## config.mk

```make
export PLATFORM = sky130hd
export DESIGN_NAME = tail_vadd
export DESIGN_NICKNAME = d
export VERILOG_FILES = /design/src/rtl/tvadd_pkg.sv /design/src/rtl/tvadd_active_map.sv /design/src/rtl/tvadd_seg_add.sv /design/src/rtl/tvadd_tail_merge.sv /design/src/rtl/tail_vadd.sv
export SDC_FILE = /design/constraint.sdc
export NUM_CORES = 1
export LEC_CHECK = 0
export ABC_CLOCK_PERIOD_IN_PS = 4200
export BUFFER_PORTS_ARGS = -buffer_cell sky130_fd_sc_hd__buf_2
export CORE_AREA = 10 10 193 195
export DETAILED_ROUTE_END_ITERATION = 10
export DIE_AREA = 0 0 203 205
export PLACE_DENSITY = 0.7
export SLEW_MARGIN = 0
export SYNTH_ARGS = -nofsm -noshare
export SYNTH_HDL_FRONTEND = slang
export SYNTH_SLANG_ARGS = --single-unit
```

## constraint.sdc

```tcl
create_clock -name clk -period 4.2 [get_ports clk]
set_input_delay 0.42 -clock clk [delete_from_list [all_inputs] [get_ports clk]]
set_output_delay 0.42 -clock clk [all_outputs]
set_load 0.05 [all_outputs]
```

## src/rtl/tvadd_pkg.sv

```systemverilog
package tvadd_pkg;
  typedef enum logic [1:0] {
    EW8  = 2'd0,
    EW16 = 2'd1,
    EW32 = 2'd2,
    EW64 = 2'd3
  } ew_e;
endpackage

```

## src/rtl/tvadd_active_map.sv

```systemverilog
module tvadd_active_map
  import tvadd_pkg::*;
#(
  parameter int NB  = 16,
  parameter int VLW = 6
) (
  input  logic [VLW-1:0] vl,
  input  ew_e            ew,
  output logic [NB-1:0]  byte_act,
  output logic [NB-1:0]  seg_start
);
  int lane_cnt;
  int vl_eff;
  int shamt;

  always_comb begin
    shamt    = int'(ew);
    lane_cnt = NB >> shamt;
    vl_eff   = (int'(vl) > lane_cnt) ? lane_cnt : int'(vl);
    for (int i = 0; i < NB; i++) begin
      byte_act[i]  = (i >> shamt) < vl_eff;
      seg_start[i] = (i % (1 << shamt)) == 0;
    end
  end

  // active bytes form a contiguous run starting at byte 0
  always_comb begin
    act_prefix_chk: assert ((byte_act & (byte_act + 1'b1)) == '0);
  end
endmodule

```

## src/rtl/tvadd_seg_add.sv

```systemverilog
module tvadd_seg_add #(
  parameter int NB = 16
) (
  input  logic [NB*8-1:0] a,
  input  logic [NB*8-1:0] b,
  input  logic [NB-1:0]   seg_start,
  output logic [NB*8-1:0] sum
);
  logic [NB-1:0] carry;

  assign carry[0] = 1'b0;

  for (genvar g = 0; g < NB; g++) begin : g_byte
    logic cin;
    assign cin = seg_start[g] ? 1'b0 : carry[g];
    if (g < NB - 1) begin : g_mid
      logic [8:0] full;
      assign full           = {1'b0, a[g*8 +: 8]} + {1'b0, b[g*8 +: 8]} + {8'd0, cin};
      assign sum[g*8 +: 8]  = full[7:0];
      assign carry[g+1]     = full[8];
    end else begin : g_top
      assign sum[g*8 +: 8] = a[g*8 +: 8] + b[g*8 +: 8] + {7'd0, cin};
    end
  end
endmodule

```

## src/rtl/tvadd_tail_merge.sv

```systemverilog
module tvadd_tail_merge #(
  parameter int NB = 16
) (
  input  logic [NB*8-1:0] sum,
  input  logic [NB*8-1:0] old_val,
  input  logic [NB-1:0]   byte_act,
  input  logic            fill_ones,
  output logic [NB*8-1:0] merged
);
  for (genvar g = 0; g < NB; g++) begin : g_byte
    assign merged[g*8 +: 8] = byte_act[g] ? sum[g*8 +: 8]
                            : (fill_ones ? 8'hFF : old_val[g*8 +: 8]);
  end
endmodule

```

## src/rtl/tail_vadd.sv

```systemverilog
module tail_vadd
  import tvadd_pkg::*;
#(
  parameter int VREG_W = 128,
  localparam int NB    = VREG_W / 8,
  localparam int VLW   = $clog2(NB) + 2
) (
  input  logic              clk,
  input  logic              rst_n,
  input  logic              in_valid,
  input  logic [VREG_W-1:0] src_a,
  input  logic [VREG_W-1:0] src_b,
  input  logic [VREG_W-1:0] old_dst,
  input  logic [VLW-1:0]    vl,
  input  logic [1:0]        ew,
  input  logic              tail_agn,
  output logic              out_valid,
  output logic [VREG_W-1:0] result
);
  logic [1:0]        rst_pipe;
  logic              rst_sync_n;
  logic [NB-1:0]     byte_act;
  logic [NB-1:0]     seg_start;
  logic [VREG_W-1:0] sum;
  logic [VREG_W-1:0] merged;
  logic [VREG_W-1:0] res_d, res_q;
  logic              vld_d, vld_q;

  // reset: assert asynchronously, release on the clock
  always_ff @(posedge clk or negedge rst_n) begin
    if (!rst_n) rst_pipe <= 2'b00;
    else        rst_pipe <= {rst_pipe[0], 1'b1};
  end
  assign rst_sync_n = rst_pipe[1];

  tvadd_active_map #(.NB(NB), .VLW(VLW)) u_map (
    .vl        (vl),
    .ew        (ew_e'(ew)),
    .byte_act  (byte_act),
    .seg_start (seg_start)
  );

  tvadd_seg_add #(.NB(NB)) u_add (
    .a         (src_a),
    .b         (src_b),
    .seg_start (seg_start),
    .sum       (sum)
  );

  tvadd_tail_merge #(.NB(NB)) u_merge (
    .sum       (sum),
    .old_val   (old_dst),
    .byte_act  (byte_act),
    .fill_ones (tail_agn),
    .merged    (merged)
  );

  // next state
  always_comb begin
    vld_d = in_valid;
    res_d = res_q;
    if (in_valid) res_d = merged;
  end

  // registers
  always_ff @(posedge clk or negedge rst_sync_n) begin
    if (!rst_sync_n) begin
      vld_q <= 1'b0;
      res_q <= '0;
    end else begin
      vld_q <= vld_d;
      res_q <= res_d;
    end
  end

  assign out_valid = vld_q;
  assign result    = res_q;


  valid_follow_chk: assert property (@(posedge clk) disable iff (!rst_sync_n)
    in_valid |=> out_valid);

  valid_drop_chk: assert property (@(posedge clk) disable iff (!rst_sync_n)
    !in_valid |=> !out_valid);

  result_hold_chk: assert property (@(posedge clk) disable iff (!rst_sync_n)
    !in_valid |=> $stable(result));

  vl_zero_keep_chk: assert property (@(posedge clk) disable iff (!rst_sync_n)
    (in_valid && vl == '0 && !tail_agn) |=> (result == $past(old_dst)));

  vl_zero_fill_chk: assert property (@(posedge clk) disable iff (!rst_sync_n)
    (in_valid && vl == '0 && tail_agn) |=> (result == '1));
endmodule

```

==> summary.md <==
| Metric | Value |
|---|---|
| Period utilisation layout | 601.9% |
| CTS H-tree depth | 4 |
| Slew Limit Headroom | 32.26% |
| Post-synthesis register bit count | 131 |
| PwrDens | 382.0 nW/um2 |
| Yosys top cell area share | 24.77% |
| Worst-path clk slew | 0.06 ns |
| Largest net degree at the start of global routing | 106 |
| Post-DP Area | 19220 um2 |
| Initial antenna violation count | 29 |
| Via-per-instance ratio | 5.483 |
| Die width | 203 um |
| WL final | 65360 um |
| Worst path most repeated cell | fa_2 |
| Slowest CP cell | fa_2 |
| Total leakage power | 0.01052 uW |
| Remaining DRCs | 0 |
| Share of cells above drive strength 1 | 50.50% |
| Nets | 3043 |
| Status | finished with violations |
| EDFF count, synth | 0 |
| Mapped Nets | 2169 |
| RSZ-0062 raised after global routing | yes |
| Area of the core | 33280 um2 |
| Post-Syn Instances | 1595 |
| Vias | 16180 |
| First-pass GRT wire length | 96940 um |
| CP endpoint kind | register |
| Final-report hold violation count | 0 |
| Slew @ Worst Pin | 1.016 ns |
| # fillers | 2812 |
| Setup violations, final | 111 |
| Final Non-Filler Cells | 2951 |
| Setup ws final | -21.08 ns |
| Post-route cell area | 21170 um2 |
| Ys flop type | dfrtp_1 |
| DIE AREA | 41620 um2 |
| Yosys cell types | 80 |
| Hold path startpoint | old_dst[18] |
| Synth top area cells | dfrtp_1, ha_1, o21ai_0, a21oi_1, fa_1 |
| Routed Antenna Nets | 0 |
| Most frequent cell after synthesis | o21ai_0 |
| Startpoint types | input port |
| Max_cap viols | 0 |
| Chip Height | 205 um |
| Synth Warn # | 0 |
| Vias in the first global route | 17160 |
| Worst-Skew Late Latency | 0.44 ns |
| IO buf count | 524 |
| Gr usage total | 29.95% |
| Peak VDD IR | 0.3645 mV |
| Post-synth top cells | o21ai_0, a21oi_1, ha_1 |
| Crit-path max FO | 2 |
| Fmax | 39.56 MHz |
| WS Path Type | in2reg |
| Synth area leader | dfrtp_1 |
| Final Max Tran Viols | 0 |
| Failing checks | setup timing |
| Mapped Area | 13230 um2 |
| Clock Skew | 0.005930 ns |
| Initial DRT Pass Iterations | 5 |
| CP startpoint | src_b[0] |
| Area growth syn-to-layout | 59.96% |
| Routed WL per cell | 22.15 um |
| Hold Crit Class | in2reg |
| Initial Util | 39.76% |
| Detail Placement HPWL | 52690 um |
| Sequential fraction of the synthesis area | 24.77% |
| CTS root buf | clkbuf_16 |
| Placer Congestion | 1.030 |
| Global route overflow | 0 |
| CTS tree | built |
| Placed Cells | 2846 |
| FP Rows | 67 |
| Initial drt markers | 1042 |
| Critical Path AT | 25.61 ns |
| Clk sinks | 131 |
| Num CTS Buffers | 17 |
| Launch point of the worst reg-to-reg path | rst_pipe[1] |
| I/O Pins | 525 |
| Req. time, crit path | 4.53 ns |
| Final min period | 25.28 ns |
| Ys async rst share | 100.0% |
| Syn avg cell area | 8.297 um2 |
| Worst path max stage delay | 0.39 ns |
| Clk buf depth | 2 |
## final cells by class
type / count / area [um2] / area share [%]
multi-input cells: 1266 / 10380 / 49.05
repair buffers: 925 / 5803 / 27.41
flip-flops and latches: 131 / 3282 / 15.50
well taps: 448 / 560.5 / 2.648
inverters: 128 / 480.5 / 2.270
clock buffers: 21 / 470.5 / 2.222
clock inverters: 8 / 128.9 / 0.6088
diodes: 24 / 60.06 / 0.2837
## metal layers
metal / share of wire [%] / track usage, % / routed length [um] / vias to the layer above
li1: - / - / - / 7472
met1: 37 / 32.70 / 24470 / 7801
met2: 50 / 51.74 / 32660 / 719
met3: 7.7 / 9.082 / 5042 / 173
met4: 4.7 / 15.48 / 3079 / 14
met5: 0.15 / 0 / 97 / -
## power by group
| group | internal [uW] | switching, uW |
|---|---|---|
| clock network | 973 | 633 |
| logic | 1830 | 2860 |
| registers | 1570 | 213 |
| total | 4380 | 3710 |
## path summary, 6_finish.rpt
path                          endpoint  slack [ns]  depth (start not counted)
max                        result[127]      -21.08                        171
min                         result[18]        0.25                          3
max reg2reg                 result[58]        2.81                          1
min reg2reg                rst_pipe[1]        0.35                          0
max in group asynchronous   result[58]        2.81                          1
min in group asynchronous  rst_pipe[1]        0.29                          2
## placed cells by master, fill, tap and decap left out, types with 24 or more instances in the layout
cell type	n
o211ai_1	24
a21oi_2	70
o21ai_2	27
mux2_4	26
a21oi_1	79
nand2b_1	31
o21bai_1	28
ha_1	145
o21ai_0	73
xnor2_2	35
nor2_1	121
a21o_1	29
nor2b_1	34
nand2_1	84
dfrtp_1	130
diode_2	24
buf_4	385
buf_2	520
o21ai_1	82
o21a_1	25
fa_2	31
inv_1	124
## per-stage QoR
stage | utilization (%) | hold slack, ns | TNS, ns | power (uW) | worst slack (ns)
6_report | 63.61 | 0.2450 | -1199.51 | 8087 | -21.08
5_1_grt | 63.58 | 0.2564 | -1306.47 | 8484 | -22.82
4_1_cts | 61.13 | 0.2246 | -1185.77 | 7849 | -20.85
3_5_place_dp | 57.77 | 0.2070 | -1288.59 | 6102 | -22.09
3_3_place_gp | 57.77 | 0.2059 | -1238.69 | 6042 | -21.37
2_1_floorplan | - | 0.1244 | -1096.14 | 4418 | -19.64
## registers in the layout (all words and copies together), names as in the netlist
| signal | flops |
|---|---|
| out_valid | 1 |
| rst_pipe | 2 |
| result | 128 |
## worst max-delay path: cells and delay by family
kind                     cells  cell delay (ns)
AO/OA/AOI/OAI               82            10.65
XOR/XNOR                     1             0.12
adder cells (fa/ha/maj)     31             9.47
buffers and inverters        5             0.50
multiplexers                 1             0.26
AND/OR/NAND/NOR             51             4.25
## logic make-up (layout without fill, tap and decap cells)
group | after synthesis | count (layout) | share of synthesized area, %
compound gates | 571 | 571 | 26.96
xor+xnor | 76 | 76 | 5.030
fa+ha+maj | 178 | 178 | 18.59
buf+inv | 198 | 1082 | 5.673
flops | 131 | 131 | 24.77
mux | 58 | 58 | 4.831
other cells | 1 | 25 | 0.02834
simple gates | 382 | 382 | 14.12
## timing repair
| action | 4_1_cts | 5_1_grt |
|---|---|---|
| setup endpoints to repair | 111 | 117 |
| buffers inserted | 34 | 42 |
| endpoints found under the hold margin | 2 | 0 |
| resized for setup | 57 | 144 |
| pin swaps | 69 | 126 |
| hold buffers | 1 | 0 |
| gates cloned | 0 | 0 |
(Power assumes the default switching activity.)
